$ cat src/rtl/xlat_root_pkg.sv
package xlat_root_pkg;
    localparam int HALF_W     = 64;
    localparam int MODE_LSB   = 56;
    localparam int MODE_W     = 8;
    localparam int ASID_LSB   = 24;
    localparam int ASID_W     = 32;
    localparam int PPN_W      = 50;
    localparam int LOOKUP_W   = 4;
    localparam int LOOKUP_N   = 1 << LOOKUP_W;
    localparam logic [1:0] PRIV_SUPER = 2'b01;
    // one bit per low-nibble code: 0 bare, 12 three-level, 13 four-level
    localparam logic [LOOKUP_N-1:0] LEGAL_CODES = LOOKUP_N'((1 << 0) | (1 << 12) | (1 << 13));

    typedef struct packed {
        logic [HALF_W-1:0] reg_lo;
        logic [HALF_W-1:0] reg_hi;
        logic              rsp_valid;
        logic              rsp_illegal;
        logic [HALF_W-1:0] rdata_lo;
        logic [HALF_W-1:0] rdata_hi;
        logic              flush;
    } ctrl_state_t;
endpackage

$ cat src/rtl/xlat_mode_check.sv
module xlat_mode_check
    import xlat_root_pkg::*;
#(
    parameter int              SEL_W = LOOKUP_W,
    parameter logic [(1<<SEL_W)-1:0] LEGAL = LEGAL_CODES
) (
    input  logic [SEL_W-1:0] code,
    output logic             legal
);
    always_comb legal = LEGAL[code];
endmodule

$ cat src/rtl/xlat_field_diff.sv
module xlat_field_diff
    import xlat_root_pkg::*;
#(
    parameter int W = HALF_W
) (
    input  logic [W-1:0] new_lo,
    input  logic [W-1:0] new_hi,
    input  logic [W-1:0] old_lo,
    input  logic [W-1:0] old_hi,
    output logic         any_change,
    output logic         asid_change
);
    localparam logic [W-1:0] PPN_MASK  = W'((65'd1 << PPN_W) - 65'd1);
    localparam logic [W-1:0] ASID_MASK = W'(((65'd1 << ASID_W) - 65'd1) << ASID_LSB);
    localparam logic [W-1:0] MODE_MASK = W'(((65'd1 << MODE_W) - 65'd1) << MODE_LSB);
    localparam logic [W-1:0] HI_MASK   = ASID_MASK | MODE_MASK;

    logic [W-1:0] diff_lo, diff_hi;

    always_comb begin
        diff_lo     = (new_lo ^ old_lo) & PPN_MASK;
        diff_hi     = (new_hi ^ old_hi) & HI_MASK;
        any_change  = |{diff_lo, diff_hi};
        asid_change = |(diff_hi & ASID_MASK);
    end
endmodule

$ cat src/rtl/xlat_root_ctrl.sv
module xlat_root_ctrl
    import xlat_root_pkg::*;
(
    input  logic                clk,
    input  logic                rst_n,
    input  logic                req_valid,
    input  logic                req_write,
    input  logic [HALF_W-1:0]   req_wdata_lo,
    input  logic [HALF_W-1:0]   req_wdata_hi,
    input  logic [1:0]          cur_priv,
    input  logic                trap_vm,
    input  logic                xlat_present,
    output logic                rsp_valid,
    output logic                rsp_illegal,
    output logic [HALF_W-1:0]   rsp_rdata_lo,
    output logic [HALF_W-1:0]   rsp_rdata_hi,
    output logic                tlb_flush,
    output logic [MODE_W-1:0]   walk_mode,
    output logic [ASID_W-1:0]   walk_asid,
    output logic [PPN_W-1:0]    walk_root_ppn
);
    ctrl_state_t st_d, st_q;
    logic mode_ok, fields_differ, asid_differs;
    logic trapped, qualifies;

    xlat_mode_check u_mode (
        .code  (req_wdata_hi[MODE_LSB +: LOOKUP_W]),
        .legal (mode_ok)
    );

    xlat_field_diff u_diff (
        .new_lo      (req_wdata_lo),
        .new_hi      (req_wdata_hi),
        .old_lo      (st_q.reg_lo),
        .old_hi      (st_q.reg_hi),
        .any_change  (fields_differ),
        .asid_change (asid_differs)
    );

    always_comb begin
        st_d             = st_q;
        st_d.rsp_valid   = req_valid;
        st_d.rsp_illegal = 1'b0;
        st_d.rdata_lo    = '0;
        st_d.rdata_hi    = '0;
        st_d.flush       = 1'b0;
        trapped   = (cur_priv == PRIV_SUPER) && trap_vm;
        qualifies = mode_ok && fields_differ;

        if (req_valid && xlat_present) begin
            if (!req_write) begin
                if (trapped) begin
                    st_d.rsp_illegal = 1'b1;
                end else begin
                    st_d.rdata_lo = st_q.reg_lo;
                    st_d.rdata_hi = st_q.reg_hi;
                end
            end else if (qualifies && trapped) begin
                st_d.rsp_illegal = 1'b1;
            end else begin
                st_d.rdata_lo = st_q.reg_lo;
                st_d.rdata_hi = st_q.reg_hi;
                if (qualifies) begin
                    st_d.reg_lo = req_wdata_lo;
                    st_d.reg_hi = req_wdata_hi;
                    st_d.flush  = asid_differs;
                end
            end
        end
    end

    always_ff @(posedge clk) begin
        if (!rst_n) st_q <= '0;
        else        st_q <= st_d;
    end

    assign rsp_valid     = st_q.rsp_valid;
    assign rsp_illegal   = st_q.rsp_illegal;
    assign rsp_rdata_lo  = st_q.rdata_lo;
    assign rsp_rdata_hi  = st_q.rdata_hi;
    assign tlb_flush     = st_q.flush;
    assign walk_mode     = st_q.reg_hi[MODE_LSB +: MODE_W];
    assign walk_asid     = st_q.reg_hi[ASID_LSB +: ASID_W];
    assign walk_root_ppn = st_q.reg_lo[PPN_W-1:0];
endmodule

$ cat config.mk
export PLATFORM = sky130hd
export DESIGN_NAME = xlat_root_ctrl
export DESIGN_NICKNAME = d
export VERILOG_FILES = /design/src/rtl/xlat_root_pkg.sv /design/src/rtl/xlat_mode_check.sv /design/src/rtl/xlat_field_diff.sv /design/src/rtl/xlat_root_ctrl.sv
export SDC_FILE = /design/constraint.sdc
export NUM_CORES = 1
export LEC_CHECK = 0
export BUFFER_PORTS_ARGS = -buffer_cell sky130_fd_sc_hd__buf_4
export CAP_MARGIN = 20
export CORE_UTILIZATION = 43
export CTS_BUF_LIST = sky130_fd_sc_hd__clkbuf_4 sky130_fd_sc_hd__clkbuf_8
export DETAILED_ROUTE_END_ITERATION = 16
export MAX_ROUTING_LAYER = met4
export PLACE_DENSITY = 0.67
export REMOVE_ABC_BUFFERS = 1
export SETUP_SLACK_MARGIN = 0.5
export SLEW_MARGIN = 5
export SYNTH_ARGS = -nofsm -noshare
export SYNTH_HDL_FRONTEND = slang
export SYNTH_SLANG_ARGS = --single-unit
$ cat constraint.sdc
create_clock -name clk -period 3.4 [get_ports clk]
set_input_delay 0.34 -clock clk [delete_from_list [all_inputs] [get_ports clk]]
set_output_delay 0.34 -clock clk [all_outputs]
set_load 0.1 [all_outputs]
==> results.md, run 1 <==
- I/O Buffers: around 360
- Slew @ Worst Pin: approximately 1.0 ns
- Die area: ~33,000 sq um
- Min cycle time layout: 2.73 ns
- H-Tree Depth: 2
- Adder-Cell Fraction of Synth Area: 0%
- CTS tree: done
- Detailed Place HPWL: ~22 mm
- Share of post-route cells with drive strength above 1: 28.7%
- Synth Area in XOR/XNOR: 5.77%
- Post-Place Cells: about 1,900
- Count of final setup violators: 0
- Chip Height: ~180 um
- Mapped Cells: about 1,500
- Post-route antenna net violation count: 0
- Synth area leaders: dfxtp_1 (38%), buf_4 (12%), nand4_1 (12%), o2111ai_1 (8.1%), nand4b_1 (8.0%)
- Io pins: about 360
- Largest family of logic cells by synthesized area: simple AND/OR/NAND/NOR gates
- Vias: 11,700
- Placed inst area: between 10,000 and 15,000 sq um
- Placer congestion estimate: ~0.8
- Seq/Total Area, Yosys: a little under two fifths
- Core Region: a little over 30,000 sq um
- GRT Util Overall: around 21%
- Die Wd: around 180 um
- CP startpoint kind: register
- Congestion Overflow GR: 0
- Fmax: 0.366 GHz
- Sequential cell area: between 5000 and 6000 sq um
- Worst-path clk slew: roughly 0.060 ns
- Worst VDD drop: 0.272 mV
- Multiplexer share of the synthesized area: 0%
- Clk_skew: between 0.015 and 0.02 ns
- Root Buffer: clkbuf_8
- Final TNS setup: 0 ns
- Row count: 64
- FF-to-FF path depth: 9
- CTS Buffer Depth: 3
- Prevailing post-synth register cell: dfxtp_1
- Flop and latch count out of synthesis: about 260
- Pre-antenna DRT Iters: 5
- Max-cap violations: 0
- Hold depth: 2
- # fillers: between 2,000 and 3,000
- WL/cell: 18.3 um
- Crit path required time: around 3.8 ns
- Initial antenna violation count: 0
- Setup ws final: 0.668 ns
- CP arrival: around 3.1 ns
- Leak Pwr: 6.39 nW
- Synthesized area: approximately 14,000 sq um
- Final hold vios: 0
- Post-synth ARST share: 0%
- Warnings, synthesis: 0
- Initial Util: between 40% and 50%
- Area leader, netlist: dfxtp_1
- Unique cell type count in the Yosys netlist: 26
- Vias in the first global route: 10,400
- EDFF count, synth: 0
- Synth top area share: between 30% and 40%
- Pin count of the biggest net entering global routing: between 200 and 300
- Final period util: between 80% and 90%
- Nets: ~1,700
- Number of remaining DRC errors: 0
- Max-slew headroom: a little over 30%
- Post-synthesis simple-gate area fraction: between 30 and 40%
- Worst slack, placed: 0.449 ns
- Cell Count, Final, Fillers Out: about 2,000
- Vias per cell: 5.82
- First-pass GRT wire length: about 56 mm
- Clock sink count: between 200 and 300
- Area of the multi-input gates: a little over 6000 sq um
- Worst-Skew Late Latency: approximately 0.55 ns
- Hold crit path type: input pin to register
- Power density cells: 446 nW/um^2
- Finished Cell Area: 16,000 sq um
- Status: complete, no violations
- Slew Limit Fails: 0
- CP Capture Type: register
- 1st-iter DRT viols: ~850
- RSZ-0062 raised after global routing: no
- Critical Setup Path Class: register to register
- Crit Path Max Fanout: 61
- Synth Area per Inst: approximately 8.8 sq um
- Area delta synth->final: 16.9%
- Clock buffer count from CTS: 46
- Synth Area in Compound Gates: 8.44%
- N_diodes: 0
- Total routed wirelength: 36.8 mm
-- flip-flops by register name, indices dropped and copies added (netlist names) --
signal	count
walk_mode	8
rsp_rdata_hi	64
rsp_illegal	1
tlb_flush	1
walk_asid	32
walk_root_ppn	50
rsp_rdata_lo	64
rsp_valid	1
st_q	38
-- path summary, 6_finish.rpt --
path	from	endpoint	slack, ns
hold reg to reg	st_q[245]	rsp_rdata_lo[50]	0.48
hold / removal	req_valid	rsp_valid	0.04
setup reg to reg	walk_root_ppn[16]	walk_asid[21]	0.67
setup / recovery	walk_root_ppn[16]	walk_asid[21]	0.67
-- cells in the mapped netlist, drive strengths merged (2+ instances only) --
cell,instances
dfxtp,259
and2,129
nand2,134
xor2,90
nor2,3
clkbuf,126
nand4b,125
o2111ai,127
buf,260
and3,3
nand3,2
nand4,258
nor4,23
-- layer usage --
layer / wire [um] / track usage [%] / part of all wire [%] / vias up
met5: 0 / - / 0 / -
met4: 739 / 5.91 / 2.0 / 0
met3: 2490 / 4.65 / 6.8 / 56
met2: 17400 / 33.6 / 47 / 419
met1: 16200 / 27.8 / 44 / 5648
li1: - / - / - / 5618
-- where the power goes --
group	total [W]	switching (W)	internal (W)
registers	0.00311	0.0000376	0.00307
logic	0.000654	0.000445	0.000209
clock network	0.00337	0.00131	0.00206
-- metrics by stage --
step	hold slack [ns]	util, %	total power, W
floorplan	0.441	-	0.00347
global placement	0.458	47.9	0.00380
detailed placement	0.464	47.9	0.00382
CTS	0.0139	51.4	0.00720
global route	0.0189	51.7	0.00740
finish	0.0445	51.7	0.00713
-- cells by family (layout without fill, tap and decap cells) --
family | Yosys count | count (layout)
compound gates | 132 | 133
flops | 259 | 259
simple gates | 681 | 681
xor+xnor | 90 | 90
buf+inv | 386 | 459
-- cell usage in the layout (no fill, tap or decap), drive strengths merged --
master and n:
buf 375, dfxtp 259, nand4 258, nand2 134, and2 129, o2111ai 127
nand4b 125, xor2 90, clkbuf 68, nor4 23, clkinv 8, bufinv 6
and3 3, nor2 3, nand3 2, a41o 2, or3 1, a21o 1
nand3b 1, or2 1, nand2b 1, a21oi 1, a2111o 1, o31ai 1
clkinvlp 1, dlygate4sd3 1
-- repair_timing --
item	4_1_cts	5_1_grt
hold buffers	1	0
resized for setup	0	7
buffers inserted	0	4
hold endpoints to repair	1	0
endpoints found under the setup margin	0	202
-- cell type report --
type	instances	area share [%]
sequential	259	32.5
timing repair buffer	379	18.7
tap	396	3.10
clock buffer	65	5.29
multi-input combinational	904	39.0
clock inverter	15	1.45
-- worst max-delay path, stage by stage (launching register included) --
cell	delay (ns)
dfxtp_1	0.35
xor2_1	0.18
nor4_2	0.38
buf_4	0.18
nand4_1	0.17
nor4_4	0.42
buf_4	0.21
clkbuf_8	0.39
nand4b_1	0.18
o2111ai_1	0.12
Note: power is estimated with default switching activity, not from simulation.
==> run 2, diff against run 1 <==
- ABC_AREA: not set -> 1
- PLACE_DENSITY: 0.67 -> 0.7
- clock period: 3.4 -> 2.2 ns (I/O delays scaled with it)
==> run 2 against run 1 <==
Sequential power increased by 54%. Critical path depth increased by 7. Total power increased by 60%. Largest power group is now registers. Critical path type unchanged. Cell area increased by 21%. Highest routed layer unchanged. Fmax increased by 28%. Worst setup slack got worse by 0.61 ns. Critical endpoint is now rsp_rdata_lo[33]. Routed wire length increased by 21%. Die area increased by 1.8%. Global-route usage increased by 2.5 points. First-iteration DRC count decreased by 1.2%.
==> results.md, run 2 <==
- Status: complete, no violations
- Synth top area share: between 30% and 40%
- Detailed Place HPWL: roughly 25 mm
- Area delta synth->final: 38.4%
- Warnings, synthesis: 0
- Initial antenna violation count: 0
- Share of post-route cells with drive strength above 1: about two fifths
- Vias: between 10,000 and 15,000
- Worst path max stage delay: roughly 0.34 ns
- Leak Pwr: around 9.5 nW
- H-Tree Depth: 2
- Final hold vios: 0
- # fillers: around 2,700
- Crit Path Max Fanout: 7
- Mapped Cells: just over 2,000
- 1st-iter DRT viols: between 800 and 900
- N_diodes: 0
- Most common cell in the netlist: nand2_1
- Prevailing post-synth register cell: dfxtp_1
- Synth area leaders: dfxtp_1 (37%), nand2_1 (17%), buf_4 (12%), inv_1 (10%), a21oi_2 (6.3%)
- Power density cells: approximately 590 nW/um^2
- Max-cap violations: 0
- Die Wd: between 150 and 200 um
- Hold crit path type: input pin to register
- WL/cell: ~16 um
- Chip Height: between 150 and 200 um
- CP arrival: 2.62 ns
- Worst-path clk slew: roughly 0.07 ns
- CTS tree: done
- Area leader, netlist: dfxtp_1
- CP max stage cell: dfxtp_2
- Critical Setup Path Class: register to register
- Critical path cell sequence: inv_1, nand2_1, nand2_1, nor2_1, nand2_1, nor2_2, nand2_2, nor2_4, buf_6, nand3_4, nand2_4, nand2_8, buf_12, buf_6, buf_6, a21oi_2
- Commonest non-fill, non-tap cell in the layout: nand2_1
- Count of final setup violators: 0
- Worst VDD drop: around 0.41 mV
- CTS Buffer Depth: 3
- Met2 Usage GRT: between 40% and 50%
- Tot Pwr: ~0.011 W
- Global route hottest layer: met2
- Finished Cell Area: between 15,000 and 20,000 sq um
- Unique cell type count in the Yosys netlist: 21
- Pre-antenna DRT Iters: 5
- Top post-synthesis cells by count: nand2_1 (635), inv_1 (380), dfxtp_1 (259)
- Fmax: about 0.47 GHz
- Synthesized area: approximately 14,000 sq um
- EDFF count, synth: 0
- Slew Limit Fails: 0
- CP startpoint kind: register
- Placed inst area: around 15,000 sq um
- Nets: ~2,500
- Io pins: between 300 and 400
- Met1 Use GR: 27.9%
- Die area: ~33,000 sq um
- Vias per cell: between 4 and 5
- Met3 usage: 4.51%
- Congestion Overflow GR: 0
- Core Region: approximately 32,000 sq um
- Max-slew headroom: 53.1%
- Pin count of the biggest net entering global routing: 129
- Worst-Skew Late Latency: 0.57 ns
- Post-route antenna net violation count: 0
- Clock buffer count from CTS: 46
- Row count: 65
- Clk_skew: 0.0344 ns
- Flop and latch count out of synthesis: about 260
- Vias in the first global route: 12,500
- Initial Util: 43.9%
- Synth Area per Inst: around 6.7 sq um
- Seq/Total Area, Yosys: 37.2%
- I/O Buffers: around 360
- Clock sink count: 259
- Most frequent cells in the layout: nand2_1 (545), buf_4 (398), inv_1 (301)
- CP Capture Type: register
- Final period util: a little over nine tenths
- First-pass GRT wire length: 62.6 mm
- GRT Util Overall: approximately a quarter
- Total routed wirelength: around 45 mm
- Min cycle time layout: around 2.1 ns
- Root Buffer: clkbuf_8
- RSZ-0062 raised after global routing: yes
- Placer congestion estimate: between 0.8 and 0.9
- Number of remaining DRC errors: 0
- Post-synth ARST share: 0%
- Slew @ Worst Pin: about 0.70 ns
- Crit path required time: roughly 2.7 ns
## run 2: changes by cell type in the layout (fill, tap and decap cells not counted), sizes merged, moves of 23 or more
| cell | before | now |
|---|---|---|
| buf | 375 | 440 |
| nand4 | 258 | 128 |
| xor2 | 90 | 7 |
| a21oi | 1 | 130 |
| dlygate4sd3 | 1 | 91 |
| inv | 0 | 385 |
| nand4b | 125 | 0 |
| and2 | 129 | 0 |
| nand2 | 134 | 637 |
| clkbuf | 68 | 96 |
| o2111ai | 127 | 0 |
| nor2 | 3 | 185 |
| nor4 | 23 | 0 |
## run 2: what timing repair did
action	CTS	global route
resized for setup	51	338
hold buffers	91	0
buffers inserted	13	20
pin swaps	6	64
hold endpoints to repair	90	0
cloned	3	27
setup endpoints to repair	258	258
## run 2: path summary, 6_finish.rpt
| path | startpoint | end | slack [ns] | cells past startpoint |
|---|---|---|---|---|
| worst min-delay path | req_wdata_hi[10] | st_q[141] | 0.02 | 5 |
| worst min register to register | st_q[248] | rsp_rdata_lo[53] | 0.44 | 2 |
| worst max-delay path | walk_root_ppn[0] | rsp_rdata_lo[33] | 0.06 | 16 |
| worst max register to register | walk_root_ppn[0] | rsp_rdata_lo[33] | 0.06 | 16 |
## run 2: routing by layer
layer,part of all wire [%],vias up
met2,49,504
met4,3.9,0
li1,-,6522
met3,7.0,126
met1,40,6244
met5,0,-
## run 2: critical path: cells and delay by family (launching register included)
family          cells  cell delay, ns
simple gates       10            1.01
compound gates      1            0.12
flops               1            0.34
buf+inv             5            0.58
## run 2: where the power goes
part	switching, W	total (W)	leakage (nW)	internal (W)
Clock	0.00206	0.00477	0.530	0.00270
Combinational	0.00112	0.00185	6.83	0.000731
Sequential	0.0000505	0.00479	2.12	0.00474
## run 2: cell type report
cell class              count  area [sq um]  share of cell area, %
inverters                 385          1450                   7.52
flip-flops and latches    259          5290                   27.5
clock inverters             7          35.0                  0.182
repair buffers            552          5230                   27.1
clock buffers              75           945                   4.90
well taps                 402           503                   2.61
multi-input cells        1101          5820                   30.2
## run 2: stage by stage
| step | util, % | setup WS, ns | instances | TNS [ns] | hold WS, ns |
|---|---|---|---|---|---|
| finish | 60.8 | 0.0569 | 2781 | 0 | 0.0200 |
| global route | 60.8 | -0.0430 | 2781 | -0.780 | 0.0128 |
| CTS | 55.8 | 0.0897 | 2734 | 0 | 0.000636 |
| detailed placement | 48.7 | -0.0649 | 2545 | -2.56 | 0.431 |
| global placement | 48.7 | 0.0181 | 2545 | 0 | 0.426 |
| floorplan | - | -18.18 | 1745 | -3324.01 | 0.332 |
## run 2: logic make-up after synthesis
group                  after synthesis  share of synthesized area, %
AND/OR/NAND/NOR                    956                          28.2
AO/OA/AOI/OAI                      131                          7.42
XOR/XNOR                            14                         0.880
buffers and inverters              714                          26.2
flip-flops                         259                          37.2
